`src/rtl/arb_pkg.sv`:
```
package arb_pkg;

   // Selection rule applied whenever no port holds the grant.
   typedef enum logic {
      ARB_POL_FIXED  = 1'b0,
      ARB_POL_ROTATE = 1'b1
   } arb_policy_e;

   // Which end of the index range is searched first.
   typedef enum logic {
      ARB_TIE_LOW  = 1'b0,
      ARB_TIE_HIGH = 1'b1
   } arb_tie_e;

   function automatic int unsigned idx_width(input int unsigned n);
      return (n > 1) ? $clog2(n) : 1;
   endfunction

endpackage

```
`src/rtl/arb_first_pick.sv`:
```
// Finds the first set bit of a candidate vector, searching from the
// end chosen by TIE. Purely combinational.
module arb_first_pick #(
   parameter int unsigned       N    = 4,
   parameter arb_pkg::arb_tie_e TIE  = arb_pkg::ARB_TIE_LOW,
   localparam int unsigned      IW   = arb_pkg::idx_width(N)
) (
   input  logic [N-1:0]  cand,
   output logic [N-1:0]  onehot,
   output logic [IW-1:0] idx,
   output logic          any
);

   assign any = |cand;

   generate
      if (TIE == arb_pkg::ARB_TIE_LOW) begin : g_low_first
         // Walk downward so that the lowest set bit is written last.
         always_comb begin
            onehot = '0;
            idx    = '0;
            for (int i = N - 1; i >= 0; i--) begin
               if (cand[i]) begin
                  onehot    = '0;
                  onehot[i] = 1'b1;
                  idx       = IW'(i);
               end
            end
         end
      end else begin : g_high_first
         // Walk upward so that the highest set bit is written last.
         always_comb begin
            onehot = '0;
            idx    = '0;
            for (int i = 0; i < N; i++) begin
               if (cand[i]) begin
                  onehot    = '0;
                  onehot[i] = 1'b1;
                  idx       = IW'(i);
               end
            end
         end
      end
   endgenerate

endmodule

```
`src/rtl/arb_rr_window.sv`:
```
// Rotating search start. Holds a pointer and produces a mask of the
// ports that lie at or beyond the pointer in the search direction.
module arb_rr_window #(
   parameter int unsigned       N   = 4,
   parameter arb_pkg::arb_tie_e TIE = arb_pkg::ARB_TIE_LOW,
   localparam int unsigned      IW  = arb_pkg::idx_width(N)
) (
   input  logic          clk,
   input  logic          rst,
   input  logic          advance,
   input  logic [IW-1:0] from_idx,
   output logic [N-1:0]  window
);

   localparam logic [IW-1:0] LAST_IDX = IW'(N - 1);
   localparam logic [IW-1:0] HOME_IDX = (TIE == arb_pkg::ARB_TIE_LOW) ? '0 : LAST_IDX;

   logic [IW-1:0] ptr_q;
   logic [IW-1:0] ptr_next;

   generate
      if (TIE == arb_pkg::ARB_TIE_LOW) begin : g_step_up
         always_comb begin
            ptr_next = (from_idx == LAST_IDX) ? '0 : from_idx + IW'(1);
         end
         for (genvar b = 0; b < N; b++) begin : g_win
            assign window[b] = (IW'(b) >= ptr_q);
         end
      end else begin : g_step_down
         always_comb begin
            ptr_next = (from_idx == '0) ? LAST_IDX : from_idx - IW'(1);
         end
         for (genvar b = 0; b < N; b++) begin : g_win
            assign window[b] = (IW'(b) <= ptr_q);
         end
      end
   endgenerate

   always_ff @(posedge clk) begin
      if (rst) begin
         ptr_q <= HOME_IDX;
      end else if (advance) begin
         ptr_q <= ptr_next;
      end
   end

endmodule

```
`src/rtl/arb_pkt_hold.sv`:
```
// Packet-hold arbiter: grants one requester and keeps the grant until
// the holder raises its ack bit.
module arb_pkt_hold #(
   parameter int unsigned          PORTS  = 4,
   parameter arb_pkg::arb_policy_e POLICY = arb_pkg::ARB_POL_ROTATE,
   parameter arb_pkg::arb_tie_e    TIE    = arb_pkg::ARB_TIE_LOW,
   localparam int unsigned         IDX_W  = arb_pkg::idx_width(PORTS)
) (
   input  logic             clk,
   input  logic             rst,
   input  logic [PORTS-1:0] req,
   input  logic [PORTS-1:0] ack,
   output logic [PORTS-1:0] grant,
   output logic             grant_valid,
   output logic [IDX_W-1:0] grant_idx
);

   generate
      if (PORTS < 2) begin : g_bad_ports
         $error("arb_pkt_hold: PORTS must be at least 2");
      end
   endgenerate

   logic [PORTS-1:0] grant_q;
   logic             valid_q;
   logic [IDX_W-1:0] idx_q;

   logic             release_now;
   logic [PORTS-1:0] pick_oh;
   logic [IDX_W-1:0] pick_idx;
   logic             pick_any;

   // Only the holder's own ack bit can end a grant.
   assign release_now = valid_q && |(ack & grant_q);

   generate
      if (POLICY == arb_pkg::ARB_POL_ROTATE) begin : g_rotate
         logic [PORTS-1:0] window;
         logic [PORTS-1:0] near_oh;
         logic [IDX_W-1:0] near_idx;
         logic             near_any;
         logic [PORTS-1:0] wrap_oh;
         logic [IDX_W-1:0] wrap_idx;
         logic             wrap_any;

         arb_rr_window #(
            .N   (PORTS),
            .TIE (TIE)
         ) u_window (
            .clk      (clk),
            .rst      (rst),
            .advance  (release_now),
            .from_idx (idx_q),
            .window   (window)
         );

         // Requests from the pointer onward take precedence.
         arb_first_pick #(
            .N   (PORTS),
            .TIE (TIE)
         ) u_pick_near (
            .cand   (req & window),
            .onehot (near_oh),
            .idx    (near_idx),
            .any    (near_any)
         );

         // Otherwise the search wraps to the start of the range.
         arb_first_pick #(
            .N   (PORTS),
            .TIE (TIE)
         ) u_pick_wrap (
            .cand   (req),
            .onehot (wrap_oh),
            .idx    (wrap_idx),
            .any    (wrap_any)
         );

         assign pick_oh  = near_any ? near_oh  : wrap_oh;
         assign pick_idx = near_any ? near_idx : wrap_idx;
         assign pick_any = wrap_any;
      end else begin : g_fixed
         arb_first_pick #(
            .N   (PORTS),
            .TIE (TIE)
         ) u_pick (
            .cand   (req),
            .onehot (pick_oh),
            .idx    (pick_idx),
            .any    (pick_any)
         );
      end
   endgenerate

   always_ff @(posedge clk) begin
      if (rst) begin
         grant_q <= '0;
         valid_q <= 1'b0;
         idx_q   <= '0;
      end else if (valid_q) begin
         if (release_now) begin
            grant_q <= '0;
            valid_q <= 1'b0;
            idx_q   <= '0;
         end
      end else if (pick_any) begin
         grant_q <= pick_oh;
         valid_q <= 1'b1;
         idx_q   <= pick_idx;
      end
   end

   assign grant       = grant_q;
   assign grant_valid = valid_q;
   assign grant_idx   = idx_q;

endmodule

```
`config.mk`:
```
export PLATFORM = sky130hd
export DESIGN_NAME = arb_pkt_hold
export DESIGN_NICKNAME = d
export VERILOG_FILES = /design/src/rtl/arb_pkg.sv /design/src/rtl/arb_first_pick.sv /design/src/rtl/arb_rr_window.sv /design/src/rtl/arb_pkt_hold.sv
export SDC_FILE = /design/constraint.sdc
export NUM_CORES = 1
export LEC_CHECK = 0
export CAP_MARGIN = 0
export CORE_UTILIZATION = 40
export DETAILED_ROUTE_END_ITERATION = 10
export GPL_TIMING_DRIVEN = 1
export HOLD_SLACK_MARGIN = 0.03
export PLACE_DENSITY = 0.74
export SKIP_LAST_GASP = 1
export SLEW_MARGIN = 20
export SYNTH_ARGS = -nofsm -noshare
export SYNTH_HDL_FRONTEND = slang
export SYNTH_HIERARCHICAL = 1
export SYNTH_SLANG_ARGS = --single-unit
```
`constraint.sdc`:
```
create_clock -name clk -period 5.4 [get_ports clk]
set_clock_uncertainty 0.15 [all_clocks]
set_input_delay 1.62 -clock clk [delete_from_list [all_inputs] [get_ports clk]]
set_output_delay 1.62 -clock clk [all_outputs]
set_load 0.01 [all_outputs]
```
==> impl_metrics.json, run 1 <==
{
  "synth_common_cells": "9 x dfxtp_1, 7 x mux2i_1, 7 x nor2_1",
  "synth_ff_type": "dfxtp_1",
  "antennaDiodeCount": 0,
  "synth-xor-area-share": 0,
  "cts_resized": 0,
  "cts_tree": "yes",
  "power_density_nw_per_um2": 236,
  "finalSetupViolCount": 0,
  "design_area_um2": 759,
  "grt_antenna_before_repair": 0,
  "nFillCells": 128,
  "syn-cell-area_um2": 582,
  "post_cts_buffers": 0,
  "drt_iter0_drc": 9,
  "async_flop_share": 0,
  "synth_most_common_cell": "dfxtp_1",
  "synth-seq-cells": 9,
  "gr-usage-all-layers": 0.189,
  "vias": 518,
  "synth_top_area_frac": 0.310,
  "numClockSinks": 9,
  "synth_area_leaders": "dfxtp_1 31%, mux2i_1 12%, o2bb2ai_1 9.0%",
  "fp.dieH_um": 40.1,
  "fin_tns_setup_ns": 0,
  "path_class": "primary input to flip-flop",
  "synth_top_family_by_area": "simple AND/OR/NAND/NOR gates",
  "initial_utilization": 0.436,
  "grt_pass1_wl_um": 1940,
  "cp_max_fo": 8,
  "chipWidth_um": 40.1,
  "drive_gt1_frac": 0.0843,
  "hold_path.class": "flip-flop to flip-flop",
  "hold_buffers": 0,
  "drcViolationCount": 0,
  "rsz0062_at_grt": "no",
  "cts.clk_slew.worst_paths_ns": 0.06,
  "synth_top_area_cell": "dfxtp_1",
  "cts_buffers": 3,
  "status": "finished, final reports clean",
  "required_ns": 5.39,
  "slew_viol_final": 0,
  "ir_worst_vdd_mv": 0.152,
  "place_area_um2": 733,
  "drv_cap": 0,
  "root_buffer": "clkbuf_4",
  "fin_util": 0.569,
  "nets": 95,
  "fin_crit_ns": 3.51,
  "synth_compound_area_frac": 0.200,
  "htreeDepth": 1,
  "post-route-period-util": 0.651,
  "clk_latency_ns": 0.25,
  "leakage_nw": 0.302,
  "globalplace.congestion": 0.757,
  "grt_overflow": 0,
  "yosysUniqueCellTypes": 24,
  "via_per_inst": 5.29,
  "synth_edf_count": 0,
  "syn_inst": 67,
  "end_kind": "flip-flop",
  "synthAdderAreaFrac": 0.0215,
  "routedWlPerCell_um": 12.4,
  "ant_nets": 0,
  "dp_hpwl_um": 899,
  "yosys.area_share.simple": 0.269,
  "ioPinCount": 17,
  "synth_nets": 78,
  "muxShareOfSynthArea": 0.120,
  "grt_start_max_net_pins": 9,
  "finalHoldViolCount": 0,
  "yosysSeqAreaShare": 0.310,
  "yosysWarnings": 6,
  "crit_arrival_ns": 3.51,
  "portBuffers": 16,
  "clockBufferDepth": 2,
  "placementRows": 13,
  "avgSynthCellArea_um2": 8.68,
  "reg2reg_slack_ns": 3.42,
  "finalWirelength_um": 1220,
  "dieArea_um2": 1610,
  "syn_to_final_growth_pct": 30.5,
  "whs_ns": 0.333,
  "grt_pass1_vias": 442,
  "dr.pass1.iters": 4,
  "start_kind": "primary input",
  "core_area_um2": 1330,
  "fmax_mhz": 285
}
-- through the flow --
| stage | power, mW | worst slack, ns | cells |
|---|---|---|---|
| 5_1_grt | 0.189 | 1.81 | 98 |
| 2_1_floorplan | 0.107 | 2.40 | 67 |
| 3_3_place_gp | 0.128 | 1.71 | 94 |
| 6_report | 0.179 | 1.89 | 98 |
| 4_1_cts | 0.181 | 1.89 | 98 |
| 3_5_place_dp | 0.128 | 1.63 | 94 |
-- sequential cells by signal (all words and copies together) (netlist names) --
register,flops
grant_valid,1
g_rotate.u_window/ptr_q,2
grant,4
grant_idx,2
-- routing by layer --
metal,share of wire,global-route usage,vias up
li1,-,-,274
met1,0.51,0.240,232
met2,0.44,0.286,10
met3,0.043,0.0333,2
met4,0.0082,0.129,0
met5,0,0,-
-- cell families (layout without fill, tap and decap cells) --
logic type | after synthesis | count (layout)
simple gates | 27 | 27
compound gates | 14 | 14
flops | 9 | 9
buf+inv | 8 | 24
mux | 7 | 7
fa+ha+maj | 1 | 1
other cells | 1 | 1
-- area by class of cell --
class	instances	area, um2	area share
multi-input combinational	50	359	0.473
sequential	9	180	0.237
timing repair buffer	16	160	0.211
clock buffer	4	26.3	0.0346
tap	15	18.8	0.0247
inverter	4	15.0	0.0198
-- worst max-delay path: stages --
cell	delay, ns
clkdlybuf4s50_1	0.53
and2_1	0.28
or4_1	0.72
mux2i_1	0.25
o2bb2ai_1	0.10
-- cell usage in the layout (no fill, tap or decap) --
cell type and n:
nor2_1 7, dfxtp_1 9, nand2b_2 1, o21ai_0 1, a22oi_2 2, conb_1 1
nand2_1 2, or3b_1 1, and2_1 4, mux2i_1 7, o2bb2ai_1 6, clkbuf_4 3
nor4b_1 2, nor3_1 3, clkbuf_1 1, a21boi_0 1, nor3b_1 2, or4_1 2
nand3_1 1, ha_1 1, clkdlybuf4s50_1 16, nand2b_1 2, inv_1 4, a21oi_1 3
a41o_2 1
-- power by group --
group,internal (mW),switching (mW),total [mW]
Sequential,0.0723,0.00606,0.0784
Combinational,0.0267,0.0226,0.0493
Clock,0.0284,0.0228,0.0513
Total,0.127,0.0515,0.179
-- final timing paths --
kind,startpoint,end,cells past startpoint
max reg2reg,g_rotate.u_window/ptr_q[1]$_SDFFE_PP0P_,grant[3]$_SDFFE_PP0P_,5
max,req[0],grant[3]$_SDFFE_PP0P_,5
min,g_rotate.u_window/ptr_q[0]$_SDFFE_PP0P_,g_rotate.u_window/ptr_q[0]$_SDFFE_PP0P_,2
min reg2reg,g_rotate.u_window/ptr_q[0]$_SDFFE_PP0P_,g_rotate.u_window/ptr_q[0]$_SDFFE_PP0P_,2
(Power assumes the default switching activity.)
==> run 2: changes to the inputs <==
--- a/config.mk
+++ b/config.mk
@@ -10,7 +10,7 @@
 export DETAILED_ROUTE_END_ITERATION = 10
 export GPL_TIMING_DRIVEN = 1
 export HOLD_SLACK_MARGIN = 0.03
-export PLACE_DENSITY = 0.74
+export PLACE_DENSITY = 0.77
 export SKIP_LAST_GASP = 1
 export SLEW_MARGIN = 20
 export SYNTH_ARGS = -nofsm -noshare
==> constraint.sdc (replaced) <==
create_clock -name clk -period 3.05 [get_ports clk]
set_clock_uncertainty 0.15 [all_clocks]
set_input_delay 0.915 -clock clk [delete_from_list [all_inputs] [get_ports clk]]
set_output_delay 0.915 -clock clk [all_outputs]
set_load 0.01 [all_outputs]
==> run 2 against run 1 <==
Effect of this change:
- via count rose by 8.3%
- core utilization rose by 1.7 points
- combinational power rose by 88%
- critical path type unchanged
- critical endpoint is now grant_idx[0]$_SDFFE_PP0P_
==> impl_metrics.json, run 2 (synthesis results as in run 1) <==
{
  "fin_tns_setup_ns": 0,
  "multiInputGateArea_um2": 359,
  "post-route-period-util": 0.865,
  "cp-endpoint": "grant_idx[0]$_SDFFE_PP0P_",
  "min-delay-start": "g_rotate.u_window/ptr_q[0]$_SDFFE_PP0P_",
  "syn_to_final_growth_pct": 34.4,
  "reg2reg_slack_ns": 1.10,
  "via_per_inst": 5.55,
  "dieArea_um2": 1610,
  "dp_hpwl_um": 1030,
  "finalHoldViolCount": 0,
  "ant_nets": 0,
  "grt_pass1_vias": 537,
  "globalplace.congestion": 0.724,
  "cts_tree": "yes",
  "clk_latency_ns": 0.27,
  "design_area_um2": 782,
  "largest_reg_flops": 4,
  "drv_cap": 0,
  "core_area_um2": 1330,
  "cts.clk_slew.worst_paths_ns": 0.06,
  "hold_path.class": "flip-flop to flip-flop",
  "chipWidth_um": 40.1,
  "cts_buffers": 3,
  "grt_antenna_before_repair": 0,
  "initial_utilization": 0.436,
  "numClockSinks": 9,
  "regArea_um2": 180,
  "final_cell_mix": "16 x clkdlybuf4s50_1, 9 x dfxtp_1, 7 x nor2_1, 7 x mux2i_1, 6 x o2bb2ai_1",
  "timing.rr.start": "g_rotate.u_window/ptr_q[1]$_SDFFE_PP0P_",
  "status": "finished, final reports clean",
  "fin_util": 0.586,
  "vias": 561,
  "end_kind": "flip-flop",
  "leakage_nw": 0.317,
  "grt_pass1_wl_um": 2190,
  "timing.rr.end": "grant_idx[0]$_SDFFE_PP0P_",
  "cts_resized": 0,
  "portBuffers": 16,
  "htreeDepth": 1,
  "mostFrequentLayoutCell": "clkdlybuf4s50_1",
  "post_cts_buffers": 0,
  "fin_crit_ns": 2.64,
  "path_class": "primary input to flip-flop",
  "routedWlPerCell_um": 13.9,
  "fp.dieH_um": 40.1,
  "power_density_nw_per_um2": 418,
  "rsz0062_at_grt": "no",
  "grt_overflow": 0,
  "finalSetupViolCount": 0,
  "place_area_um2": 756,
  "nFillCells": 138,
  "drcViolationCount": 0,
  "dr.pass1.iters": 4,
  "cp_max_fo": 6,
  "start_kind": "primary input",
  "grt_start_max_net_pins": 8,
  "crit_arrival_ns": 2.64,
  "fin_ws_ns": 0.413,
  "finalWirelength_um": 1400,
  "ioPinCount": 17,
  "drt_iter0_drc": 11,
  "hold_buffers": 0,
  "power.total_mw": 0.327,
  "fmax_mhz": 379,
  "instances_no_fill": 101,
  "nets": 98,
  "dp_cells": 97,
  "whs_ns": 0.335,
  "ir_worst_vdd_mv": 0.218,
  "required_ns": 3.05,
  "rr_worst_depth": 5,
  "clockBufferDepth": 2,
  "place_ws_ns": 0.163,
  "startpoint": "req[1]",
  "placementRows": 13,
  "slew_viol_final": 0,
  "antennaDiodeCount": 0,
  "gr-usage-all-layers": 0.210,
  "drive_gt1_frac": 0.116,
  "root_buffer": "clkbuf_4"
}
-- run 2: cell count changes in the layout (fill, tap and decap cells not counted), sizes merged --
cell  previous run  this run
buf              0         3
-- run 2: metal layers --
metal	GRT usage	vias up	routed length, um
li1	-	276	-
met1	0.244	257	639
met2	0.351	21	645
met3	0.0333	7	67
met4	0.138	0	51
met5	0	-	0
-- run 2: worst min path at each step --
stage,to,slack [ns],cells past startpoint
after global placement,g_rotate.u_window/ptr_q[0]$_SDFFE_PP0P_,0.32,2
after CTS,g_rotate.u_window/ptr_q[0]$_SDFFE_PP0P_,0.34,2
after global routing,g_rotate.u_window/ptr_q[0]$_SDFFE_PP0P_,0.35,2
after floorplan,g_rotate.u_window/ptr_q[0]$_SDFFE_PP0P_,0.31,2
after detailed placement,g_rotate.u_window/ptr_q[0]$_SDFFE_PP0P_,0.33,2
final,g_rotate.u_window/ptr_q[0]$_SDFFE_PP0P_,0.34,2
-- run 2: layout make-up --
type                            instances  area share
Multi-Input combinational cell         50       0.459
Timing Repair Buffer                   19       0.234
Sequential cell                         9       0.230
Clock buffer                            4      0.0336
Tap cell                               15      0.0240
Inverter                                4      0.0192
-- run 2: report_power, final --
| part | total (mW) | internal (mW) | switching, mW |
|---|---|---|---|
| combinational | 0.0927 | 0.0504 | 0.0423 |
| clock | 0.0950 | 0.0506 | 0.0444 |
| sequential | 0.139 | 0.128 | 0.0114 |
-- run 2: worst max-delay path, cell delays in order --
cell	delay, ns
clkdlybuf4s50_1	0.43
and2_1	0.22
or4_1	0.70
mux2i_1	0.27
o2bb2ai_1	0.10
==> run 3: changes to the inputs <==
--- a/config.mk
+++ b/config.mk
@@ -5,7 +5,7 @@
 export SDC_FILE = /design/constraint.sdc
 export NUM_CORES = 1
 export LEC_CHECK = 0
-export CAP_MARGIN = 0
+export CORE_MARGIN = 1.5
 export CORE_UTILIZATION = 40
 export DETAILED_ROUTE_END_ITERATION = 10
 export GPL_TIMING_DRIVEN = 1
==> run 3 against run 2 <==
Effect of this change:
- final area stayed put
- worst hold slack worse by 0.0011 ns
- core utilization stayed put
- clock power is 1% lower
- first-iteration DRC count is 9.1% higher
- global-route usage is 0.79 points lower
- total power is 0.71% lower
==> impl_metrics.json, run 3 (synthesis results as in run 1) <==
{
  "nets": 98,
  "root_buffer": "clkbuf_4",
  "numClockSinks": 9,
  "dp_hpwl_um": 991,
  "placementRows": 13,
  "antennaDiodeCount": 0,
  "globalplace.congestion": 0.752,
  "grt_use_met1": 0.239,
  "grt_start_max_net_pins": 8,
  "crit_path_cell_trace": "clkdlybuf4s50_1, and2_1, or4_1, mux2i_1, o2bb2ai_1",
  "final_cell_mix": "16 x clkdlybuf4s50_1, 9 x dfxtp_1, 7 x nor2_1, 7 x mux2i_1, 6 x o2bb2ai_1",
  "routedWlPerCell_um": 12.7,
  "finalHoldViolCount": 0,
  "core_area_um2": 1330,
  "cts_resized": 0,
  "via_per_inst": 5.31,
  "fin_crit_ns": 2.66,
  "post-route-period-util": 0.872,
  "crit_arrival_ns": 2.66,
  "power.total_mw": 0.325,
  "slew_viol_final": 0,
  "dieArea_um2": 1690,
  "crit_family": "simple AND/OR/NAND/NOR gates",
  "cts_buffers": 3,
  "cp_max_fo": 6,
  "status": "finished, final reports clean",
  "rsz0062_at_grt": "no",
  "power_density_nw_per_um2": 415,
  "start_kind": "primary input",
  "leakage_nw": 0.317,
  "drive_gt1_frac": 0.116,
  "hold_buffers": 0,
  "path_class": "primary input to flip-flop",
  "dr.pass1.iters": 2,
  "finalWirelength_um": 1280,
  "busiest_layer": "met2",
  "cts.clk_slew.worst_paths_ns": 0.06,
  "crit_path_max_incr_delay_ns": 0.66,
  "hold_path.class": "flip-flop to flip-flop",
  "ir_worst_vdd_mv": 0.225,
  "vias": 536,
  "drt_iter0_drc": 12,
  "drcViolationCount": 0,
  "htreeDepth": 1,
  "critPathBufInv": 1,
  "grt.met2_usage": 0.336,
  "grt_pass1_wl_um": 2170,
  "post_cts_buffers": 0,
  "clockBufferDepth": 2,
  "grt_overflow": 0,
  "grt_antenna_before_repair": 0,
  "cts_tree": "yes",
  "grt_util_met3": 0.0489,
  "largest_reg_flops": 4,
  "grt_pass1_vias": 542,
  "end_kind": "flip-flop",
  "fp.dieH_um": 41.1,
  "clk_latency_ns": 0.27,
  "initial_utilization": 0.436,
  "finalSetupViolCount": 0,
  "syn_to_final_growth_pct": 34.4,
  "crit_path_top_delay_cell": "or4_1",
  "fin_tns_setup_ns": 0,
  "mostFrequentLayoutCell": "clkdlybuf4s50_1",
  "portBuffers": 16,
  "drv_cap": 0,
  "chipWidth_um": 41.1,
  "required_ns": 3.05,
  "fmax_mhz": 376,
  "gr-usage-all-layers": 0.202,
  "ant_nets": 0,
  "ioPinCount": 17
}
[run 3: metrics by stage]
stage	instances	setup WS (ns)	hold slack (ns)	util	cell area, um2
3_5_place_dp	97	0.146	0.328	0.567	756
2_1_floorplan	67	0.758	0.306	-	582
3_3_place_gp	97	0.183	0.322	0.567	756
4_1_cts	101	0.410	0.337	0.586	782
5_1_grt	101	0.313	0.357	0.586	782
6_report	101	0.391	0.334	0.586	782
[run 3: final cells by class]
| type | count | area [um2] |
|---|---|---|
| inverter | 4 | 15.0 |
| multi-input combinational | 50 | 359 |
| fill | 120 | 552 |
| sequential | 9 | 180 |
| clock buffer | 4 | 26.3 |
| timing repair buffer | 19 | 183 |
| tap | 15 | 18.8 |
[run 3: routing by layer]
layer  share of wire  vias to the layer above
li1                -                      280
met1            0.47                      237
met2            0.46                       14
met3           0.044                        5
met4           0.025                        0
met5               0                        -
[run 3: path summary, 6_finish.rpt]
check                                          startpoint                                      end  slack [ns]  depth (start not counted)
setup reg to reg  g_rotate.u_window/ptr_q[1]$_SDFFE_PP0P_                    grant[1]$_SDFFE_PP0P_        1.10                          5
setup / recovery                                   req[3]                    grant[1]$_SDFFE_PP0P_        0.39                          5
hold / removal    g_rotate.u_window/ptr_q[0]$_SDFFE_PP0P_  g_rotate.u_window/ptr_q[0]$_SDFFE_PP0P_        0.33                          2
hold reg to reg   g_rotate.u_window/ptr_q[0]$_SDFFE_PP0P_  g_rotate.u_window/ptr_q[0]$_SDFFE_PP0P_        0.33                          2
[run 3: worst min-delay path: cells and delay by family (launching register included)]
kind,cells,cell delay [ns]
compound gates,1,0.05
flops,1,0.33
simple gates,1,0.06
[run 3: report_power, final]
part	internal (mW)	switching, mW	total [mW]
sequential	0.128	0.0113	0.139
clock	0.0505	0.0434	0.0939
combinational	0.0504	0.0412	0.0915
